[src/rtl/tbp_pkg.sv]
package tbp_pkg;

  typedef logic [1:0] ctr_t;

  localparam ctr_t CTR_SNT = 2'd0;
  localparam ctr_t CTR_WNT = 2'd1;
  localparam ctr_t CTR_WT  = 2'd2;
  localparam ctr_t CTR_ST  = 2'd3;

  function automatic ctr_t ctr_step(input ctr_t c, input logic up);
    ctr_t r;
    if (up) r = (c == CTR_ST)  ? CTR_ST  : c + 2'd1;
    else    r = (c == CTR_SNT) ? CTR_SNT : c - 2'd1;
    return r;
  endfunction

endpackage

[src/rtl/tbp_ctr_table.sv]
module tbp_ctr_table
  import tbp_pkg::*;
#(
  parameter int   IDX_W   = 4,
  parameter ctr_t RST_VAL = CTR_WNT
) (
  input  logic             clk_i,
  input  logic             rst_ni,
  input  logic [IDX_W-1:0] rd_idx_i,
  output ctr_t             rd_ctr_o,
  input  logic [IDX_W-1:0] upd_idx_i,
  output ctr_t             upd_ctr_o,
  input  logic             wr_en_i,
  input  logic             wr_up_i
);

  localparam int DEPTH = 1 << IDX_W;

  logic [DEPTH-1:0][1:0] ctr_q, ctr_d;

  for (genvar e = 0; e < DEPTH; e++) begin : g_ent
    assign ctr_d[e] = (wr_en_i && upd_idx_i == IDX_W'(e)) ? ctr_step(ctr_q[e], wr_up_i)
                                                          : ctr_q[e];
  end

  always_ff @(posedge clk_i or negedge rst_ni) begin
    if (!rst_ni) ctr_q <= {DEPTH{RST_VAL}};
    else         ctr_q <= ctr_d;
  end

  assign rd_ctr_o  = ctr_q[rd_idx_i];
  assign upd_ctr_o = ctr_q[upd_idx_i];


  ctr_inc_chk: assert property (@(posedge clk_i) disable iff (!rst_ni)
    wr_en_i && wr_up_i && upd_ctr_o != CTR_ST |=>
      ctr_q[$past(upd_idx_i)] == $past(upd_ctr_o) + 2'd1);


  ctr_dec_chk: assert property (@(posedge clk_i) disable iff (!rst_ni)
    wr_en_i && !wr_up_i && upd_ctr_o != CTR_SNT |=>
      ctr_q[$past(upd_idx_i)] == $past(upd_ctr_o) - 2'd1);


  ctr_sat_chk: assert property (@(posedge clk_i) disable iff (!rst_ni)
    wr_en_i && ((wr_up_i && upd_ctr_o == CTR_ST) || (!wr_up_i && upd_ctr_o == CTR_SNT)) |=>
      ctr_q[$past(upd_idx_i)] == $past(upd_ctr_o));


  ctr_hold_chk: assert property (@(posedge clk_i) disable iff (!rst_ni)
    !wr_en_i |=> $stable(ctr_q));

endmodule

[src/rtl/tbp_hist_table.sv]
module tbp_hist_table #(
  parameter int IDX_W  = 4,
  parameter int HIST_W = 4
) (
  input  logic              clk_i,
  input  logic              rst_ni,
  input  logic [IDX_W-1:0]  rd_idx_i,
  output logic [HIST_W-1:0] rd_hist_o,
  input  logic [IDX_W-1:0]  upd_idx_i,
  output logic [HIST_W-1:0] upd_hist_o,
  input  logic              wr_en_i,
  input  logic              wr_bit_i
);

  localparam int DEPTH = 1 << IDX_W;

  logic [DEPTH-1:0][HIST_W-1:0] hist_q, hist_d;

  for (genvar e = 0; e < DEPTH; e++) begin : g_ent
    assign hist_d[e] = (wr_en_i && upd_idx_i == IDX_W'(e))
                     ? {hist_q[e][HIST_W-2:0], wr_bit_i}
                     : hist_q[e];
  end

  always_ff @(posedge clk_i or negedge rst_ni) begin
    if (!rst_ni) hist_q <= '0;
    else         hist_q <= hist_d;
  end

  assign rd_hist_o  = hist_q[rd_idx_i];
  assign upd_hist_o = hist_q[upd_idx_i];


  lh_shift_chk: assert property (@(posedge clk_i) disable iff (!rst_ni)
    wr_en_i |=> hist_q[$past(upd_idx_i)] ==
                {$past(upd_hist_o[HIST_W-2:0]), $past(wr_bit_i)});


  lh_hold_chk: assert property (@(posedge clk_i) disable iff (!rst_ni)
    !wr_en_i |=> $stable(hist_q));

endmodule

[src/rtl/tournament_predictor.sv]
module tournament_predictor
  import tbp_pkg::*;
#(
  parameter int PC_W      = 32,
  parameter int PC_LSB    = 2,
  parameter int HIST_W    = 4,
  parameter int LHT_IDX_W = 4,
  parameter int CHO_IDX_W = 4
) (
  input  logic            clk_i,
  input  logic            rst_ni,
  input  logic [PC_W-1:0] lookup_pc_i,
  output logic            pred_taken_o,
  output logic            use_global_o,
  input  logic            upd_valid_i,
  input  logic [PC_W-1:0] upd_pc_i,
  input  logic            upd_taken_i
);

  logic [LHT_IDX_W-1:0] lk_lht_idx, up_lht_idx;
  logic [CHO_IDX_W-1:0] lk_cho_idx, up_cho_idx;

  assign lk_lht_idx = lookup_pc_i[PC_LSB +: LHT_IDX_W];
  assign up_lht_idx = upd_pc_i[PC_LSB +: LHT_IDX_W];
  assign lk_cho_idx = lookup_pc_i[PC_LSB +: CHO_IDX_W];
  assign up_cho_idx = upd_pc_i[PC_LSB +: CHO_IDX_W];

  logic unused_pc_bits;
  assign unused_pc_bits = ^{lookup_pc_i, upd_pc_i};

  // global history, newest outcome in bit 0
  logic [HIST_W-1:0] ghr_q;

  always_ff @(posedge clk_i or negedge rst_ni) begin
    if (!rst_ni)          ghr_q <= '0;
    else if (upd_valid_i) ghr_q <= {ghr_q[HIST_W-2:0], upd_taken_i};
  end

  logic [HIST_W-1:0] lk_lhist, up_lhist;

  tbp_hist_table #(.IDX_W(LHT_IDX_W), .HIST_W(HIST_W)) u_lht (
    .clk_i, .rst_ni,
    .rd_idx_i  (lk_lht_idx),
    .rd_hist_o (lk_lhist),
    .upd_idx_i (up_lht_idx),
    .upd_hist_o(up_lhist),
    .wr_en_i   (upd_valid_i),
    .wr_bit_i  (upd_taken_i)
  );

  ctr_t g_lk_ctr, g_up_ctr, l_lk_ctr, l_up_ctr, c_lk_ctr, c_up_ctr;
  logic g_up_pred, l_up_pred, cho_wr, cho_up;

  tbp_ctr_table #(.IDX_W(HIST_W), .RST_VAL(CTR_WNT)) u_gpht (
    .clk_i, .rst_ni,
    .rd_idx_i (ghr_q),
    .rd_ctr_o (g_lk_ctr),
    .upd_idx_i(ghr_q),
    .upd_ctr_o(g_up_ctr),
    .wr_en_i  (upd_valid_i),
    .wr_up_i  (upd_taken_i)
  );

  tbp_ctr_table #(.IDX_W(HIST_W), .RST_VAL(CTR_WNT)) u_lpht (
    .clk_i, .rst_ni,
    .rd_idx_i (lk_lhist),
    .rd_ctr_o (l_lk_ctr),
    .upd_idx_i(up_lhist),
    .upd_ctr_o(l_up_ctr),
    .wr_en_i  (upd_valid_i),
    .wr_up_i  (upd_taken_i)
  );

  // chooser trains only on disagreement; up = toward global
  assign g_up_pred = g_up_ctr[1];
  assign l_up_pred = l_up_ctr[1];
  assign cho_wr    = upd_valid_i && (g_up_pred != l_up_pred);
  assign cho_up    = (g_up_pred == upd_taken_i);

  tbp_ctr_table #(.IDX_W(CHO_IDX_W), .RST_VAL(CTR_WNT)) u_cho (
    .clk_i, .rst_ni,
    .rd_idx_i (lk_cho_idx),
    .rd_ctr_o (c_lk_ctr),
    .upd_idx_i(up_cho_idx),
    .upd_ctr_o(c_up_ctr),
    .wr_en_i  (cho_wr),
    .wr_up_i  (cho_up)
  );

  assign use_global_o = c_lk_ctr[1];
  assign pred_taken_o = use_global_o ? g_lk_ctr[1] : l_lk_ctr[1];

  logic unused_cho;
  assign unused_cho = ^c_up_ctr;


  ghr_shift_chk: assert property (@(posedge clk_i) disable iff (!rst_ni)
    upd_valid_i |=> ghr_q[0] == $past(upd_taken_i) &&
                    ghr_q[HIST_W-1:1] == $past(ghr_q[HIST_W-2:0]));


  ghr_hold_chk: assert property (@(posedge clk_i) disable iff (!rst_ni)
    !upd_valid_i |=> $stable(ghr_q));

endmodule

[config.mk]
export PLATFORM = sky130hd
export DESIGN_NAME = tournament_predictor
export DESIGN_NICKNAME = d
export VERILOG_FILES = /design/src/rtl/tbp_pkg.sv /design/src/rtl/tbp_ctr_table.sv /design/src/rtl/tbp_hist_table.sv /design/src/rtl/tournament_predictor.sv
export SDC_FILE = /design/constraint.sdc
export NUM_CORES = 1
export LEC_CHECK = 0
export ABC_AREA = 0
export BUFFER_PORTS_ARGS = -buffer_cell sky130_fd_sc_hd__buf_2
export CAP_MARGIN = 20
export CORE_MARGIN = 2
export CORE_UTILIZATION = 40
export DETAILED_ROUTE_END_ITERATION = 6
export PLACE_DENSITY_LB_ADDON = 0.3
export SYNTH_ARGS = -nofsm -noshare
export SYNTH_HDL_FRONTEND = slang
export SYNTH_HIERARCHICAL = 1
export SYNTH_SLANG_ARGS = --single-unit
[constraint.sdc]
create_clock -name clk_i -period 7.5 [get_ports clk_i]
set_clock_uncertainty 0.2 [all_clocks]
set_input_delay 0.75 -clock clk_i [delete_from_list [all_inputs] [get_ports clk_i]]
set_output_delay 0.75 -clock clk_i [all_outputs]
set_load 0.01 [all_outputs]
# Word-level counts from Yosys, hierarchy flattened
# Index checks and enable logic that the tools add are counted.
# Widths: inputs -> output; s select.
# op_classes
add_sub_neg	96
mux	157
n_eq_ne	95
n_reduce_logical	116
n_lt_le_gt_ge	5
# op_table
op	count
$mux 2	148
$add 2x1->2 const B	48
$eq 2x2->1 const B	48
$eq 4x4->1 const B	24
$logic_not 2->1	48
$sub 2x1->2 const B	48
$logic_and 1x1->1	65
$eq 4x3->1 const B	12
$bmux 2 s4	4
$bmux 4 s4	2
$lt 4x5->1 const B	5
$eq 4x2->1 const B	6
$eq 4x1->1 const B	3
$logic_not 4->1	3
$mux 4	2
$eq 1x1->1	1
$mux 1	1
$ne 1x1->1	1
# word_totals
reg_bits	164
input_bits	68
wordCells	534

# Logic depth before layout (Yosys ltp)
# depth
ltp_word	7
depth_mapped	16
depth_no_buf	11

# Cells and area by module
# The synthesis kept the hierarchy.
# modules_own_cells
module	cells_per_inst	instances	area_per_inst_um2
tbp_ctr_table (u_cho ...)	248	2	2401.1
tbp_hist_table	233	1	3478.3
tbp_ctr_table (u_gpht)	250	1	2398.6
tournament_predictor	12	1	181.4

# Worst setup path after synthesis
# OpenSTA, ideal clock, no wires.
# synth_timing
kind	in2reg
startpoint	input port upd_pc_i[2]
endpoint	register u_cho/ctr_q[26] (netlist bit)
required_time_ns	7.211
setup_ns	0.089
arrival_ns	3.921
path_buffers	4
path_stages	15
setup_slack_ns	3.289
path_cell_list	buf_4 > mux4_2 > a22oi_1 > nand3_1 > buf_6 > mux4_2 > a22oi_1 > nand3_1 > xor2_1 > and2_2 > buf_4 > and3_1 > buf_2 > a31o_2 > a211oi_1
# synth_between
elab_chain_len	7
elab_cells_between_ends	8
cone_classes	2 x eq/ne; 4 x mux; 2 x reduce/logical
# synth_lines
item	line_no	source
from (decl)	tournament_predictor.sv:16	input logic [PC_W-1:0] upd_pc_i,
$bmux 4 s4	tbp_hist_table.sv:31	assign upd_hist_o = hist_q[upd_idx_i];
$mux 4 (not written as such)	tbp_hist_table.sv:31	
via up_lhist[0]	tournament_predictor.sv:39	logic [HIST_W-1:0] lk_lhist, up_lhist;
$bmux 2 s4	tbp_ctr_table.sv:32	assign upd_ctr_o = ctr_q[upd_idx_i];
$mux 2 (not written as such)	tbp_ctr_table.sv:32	
via l_up_ctr[1]	tournament_predictor.sv:51	ctr_t g_lk_ctr, g_up_ctr, l_lk_ctr, l_up_ctr, c_lk_ctr, c_up_ctr;
$ne 1x1->1	tournament_predictor.sv:77	assign cho_wr = upd_valid_i && (g_up_pred != l_up_pred);
$logic_and 1x1->1	tournament_predictor.sv:77	
via cho_wr	tournament_predictor.sv:52	logic g_up_pred, l_up_pred, cho_wr, cho_up;
$logic_and 1x1->1	tbp_ctr_table.sv:22	assign ctr_d[e] = (wr_en_i && upd_idx_i == IDX_W'(e)) ? ctr_step(ctr_q[e], wr_up_i)
to (signal assigned)	tbp_ctr_table.sv:27	if (!rst_ni) ctr_q <= {DEPTH{RST_VAL}};
to (signal assigned)	tbp_ctr_table.sv:28	else ctr_q <= ctr_d;
to (decl)	tbp_ctr_table.sv:19	logic [DEPTH-1:0][1:0] ctr_q, ctr_d;
# The timed path passes the listed nets, and every way through them passes these cells. The select of a mux whose other input is x is not followed.
# A chain may end at the register's enable or synchronous reset.

# Worst setup path in the final report
# layout_timing
startpoint	input port upd_pc_i[2]
endpoint	register u_cho/ctr_q[4] (netlist bit)
# The elaborated chain is that of the path after synthesis.

==> impl_summary.log <==
INFO  metric run_status = complete, no violations
INFO  metric timing_worst_setup_path_type = in2reg
INFO  metric die_width = approximately 160 um
INFO  metric fmax = between 200 and 250 MHz
INFO  metric critical_path.reg2reg.startpoint = u_lht/hist_q[12]$_DFFE_PN0P_
INFO  metric vias_in_the_first_global_route = 7,353
INFO  metric cts.clk_slew.worst_paths = 0.07 ns
INFO  metric worstPathMaxFanout = 30
INFO  metric reg2reg_slack = between 3 and 4 ns
INFO  metric numCtsBuffers = 17
INFO  metric r2r_end = u_cho/ctr_q[4]$_DFFE_PN1P_
INFO  metric cp.buffers_inverters = 1
INFO  metric seq_area = 4160 um2
INFO  metric max_cap_violations = 0
INFO  metric grt_antenna_before_repair = 0
INFO  metric mean_area_per_synthesized_cell = about 11 um2
INFO  metric syn-instance-count = 932
INFO  metric crit_path_cell_trace = buf_2 > mux4_2 > a22oi_1 > nand3_1 > mux4_2 > a22oi_1 > nand3_1 > xor2_1 > and2_2 > or3b_1 > o31ai_1 > a221o_1
INFO  metric crit_slowest_cell = sky130_fd_sc_hd__mux4_2
INFO  metric routed_wire_length_per_instance = 19.8 um
INFO  metric final_max_slew_viol_count = 0
INFO  metric period_share = approximately 66%
INFO  metric vdd_drop_max = 0.149 mV
INFO  metric pd_cells = 249 nW/um2
INFO  metric floorplan.core_area = between 20,000 and 25,000 um2
INFO  metric row_count = between 50 and 60
INFO  metric ys.warnings.count = 6
INFO  metric launching_element_of_the_worst_setup_path = upd_pc_i[2]
INFO  metric routed.top_layer = met4
INFO  metric tritoncts = done
INFO  metric worstMarginPinSlew = a little under 1 ns
INFO  metric cts_repair_resize_count = 0
INFO  metric grt.overflow.total = 0
INFO  metric stages_on_the_worst_setup_path = 12
INFO  metric timing.critical_path.to = u_cho/ctr_q[4]$_DFFE_PN1P_
INFO  metric crit_family = simple AND/OR/NAND/NOR gates
INFO  metric route.antenna.remaining_nets = 0
INFO  metric timing.final.setup_violations = 0
INFO  metric floorplan.io_pins = 70
INFO  metric p_total = about 2.7 mW
INFO  metric grt_util_all_layers = 19.0%
INFO  metric multi_input_comb_area = about 5300 um2
INFO  metric first_iter_violations = roughly 700
INFO  metric finalCriticalPeriod = a little under 5 ns
INFO  metric initial_core_util = roughly 40%
INFO  metric p_leak = 4.17 nW
INFO  metric wl_met1 = about 11 mm
INFO  metric cts_hold_buf = 0
INFO  metric die_area = between 20,000 and 30,000 um2
INFO  metric worst_path_largest_cell_delay = between 0.6 and 0.7 ns
INFO  metric mappedNetlistNets = 1,000
INFO  metric tns = 0 ns
INFO  metric syn-cell-area = 10,100 um2
INFO  metric critical_path_arrival = 5.12 ns
INFO  metric nets = 956
INFO  metric ctsRootBufferMaster = sky130_fd_sc_hd__clkbuf_16
INFO  metric dp_hpwl = about 15 mm
INFO  metric worstHoldPathType = in2async
INFO  metric detail_route.drc_violations = 0
INFO  metric fill_cell_total_of_the_finished_layout = approximately 2,400
INFO  metric ctsHtreeMaxLevel = 4
INFO  metric cts.path.max_buffers = 2
INFO  metric cp-start-kind = input port
INFO  metric route.detailed.vias_per_inst = between 6 and 7
INFO  metric tritoncts_num_sinks = approximately 160
INFO  metric vias = 7,605
INFO  metric layout_commonest_cell = sky130_fd_sc_hd__dfrtp_1
INFO  metric unrepaired_setup_endpoints_after_global_routing = false
INFO  metric data_required_critical_path = about 7.7 ns
INFO  metric post_cts.repair.setup_buffers = 0
INFO  metric io_buffers = 13
INFO  metric clkLatencyLatePin = roughly 0.43 ns
INFO  metric crit_end_category = register
INFO  metric num_antenna_cells = 0
INFO  metric final_cell_mix = 116 x sky130_fd_sc_hd__dfrtp_1, 78 x sky130_fd_sc_hd__nand2_1, 64 x sky130_fd_sc_hd__mux2_2
INFO  metric fp.dieH = around 160 um
INFO  metric global_route_wire_length_before_repair = around 40 mm
INFO  metric wirelength = 24.4 mm
INFO  metric area_growth = 6.75%
INFO  metric slew_headroom = 35.7%
INFO  metric grt_start_max_net_pins = 90
INFO  metric dr_wl_met3 = roughly 860 um
INFO  metric drtPass1Iterations = 6
INFO  metric drive_gt1_share = approximately 28%
INFO  metric globalplace.congestion = a little under 0.8
INFO  metric route.met2.wl = between 10 and 15 mm
INFO  metric final_hold_viol_count = 0
INFO  metric r2r_cells = 11
power by group:
part / internal [mW] / switching (mW)
Sequential: 1.02 / 0.145
Combinational: 0.269 / 0.340
Clock: 0.506 / 0.388
metal layers:
layer | GRT usage (%) | vias to the layer above
li1 | - | 3527
met1 | 26.4 | 3877
met2 | 30.9 | 170
met3 | 3.28 | 31
met4 | 4.95 | 0
met5 | 0 | -
layout make-up:
type,instances,share of cell area [%]
flip-flops and latches,164,38.8
multi-input cells,653,49.5
clock buffers,19,4.12
inverters,35,1.22
repair buffers,17,1.13
well taps,330,3.84
clock inverters,13,1.40
sequential cells by signal, indices dropped and copies added, names as in the netlist:
name	cells
u_cho/ctr_q	32
u_gpht/ctr_q	32
u_lht/hist_q	64
u_lpht/ctr_q	32
ghr_q	4
worst min-delay path by stage:
stage | endpoint | start | slack (ns) | depth (start not counted)
after floorplan | ghr_q[0]$_DFFE_PN0P_ | rst_ni | 0.25 | 0
after global placement | u_lpht/ctr_q[8]$_DFFE_PN1P_ | u_lpht/ctr_q[8]$_DFFE_PN1P_ | 0.29 | 2
after detailed placement | u_cho/ctr_q[8]$_DFFE_PN1P_ | u_cho/ctr_q[8]$_DFFE_PN1P_ | 0.29 | 2
after CTS | u_gpht/ctr_q[13]$_DFFE_PN0P_ | rst_ni | 0.24 | 1
after global routing | u_lht/hist_q[26]$_DFFE_PN0P_ | rst_ni | 0.27 | 1
final | u_lht/hist_q[26]$_DFFE_PN0P_ | rst_ni | 0.20 | 1
through the flow:
step | util (%) | hold WS, ns | setup slack (ns) | cells | instance area [um2]
after CTS | 42.9 | 0.240 | 2.55 | 1230 | 10700
after floorplan | - | 0.254 | 3.31 | 932 | 10100
after detailed placement | 40.6 | 0.292 | 2.10 | 1198 | 10100
after global placement | 40.6 | 0.287 | 2.11 | 1198 | 10100
after global routing | 43.0 | 0.268 | 2.31 | 1231 | 10700
final | 43.0 | 0.202 | 2.55 | 1231 | 10700
No activity file was read; power rests on OpenSTA's default activity.
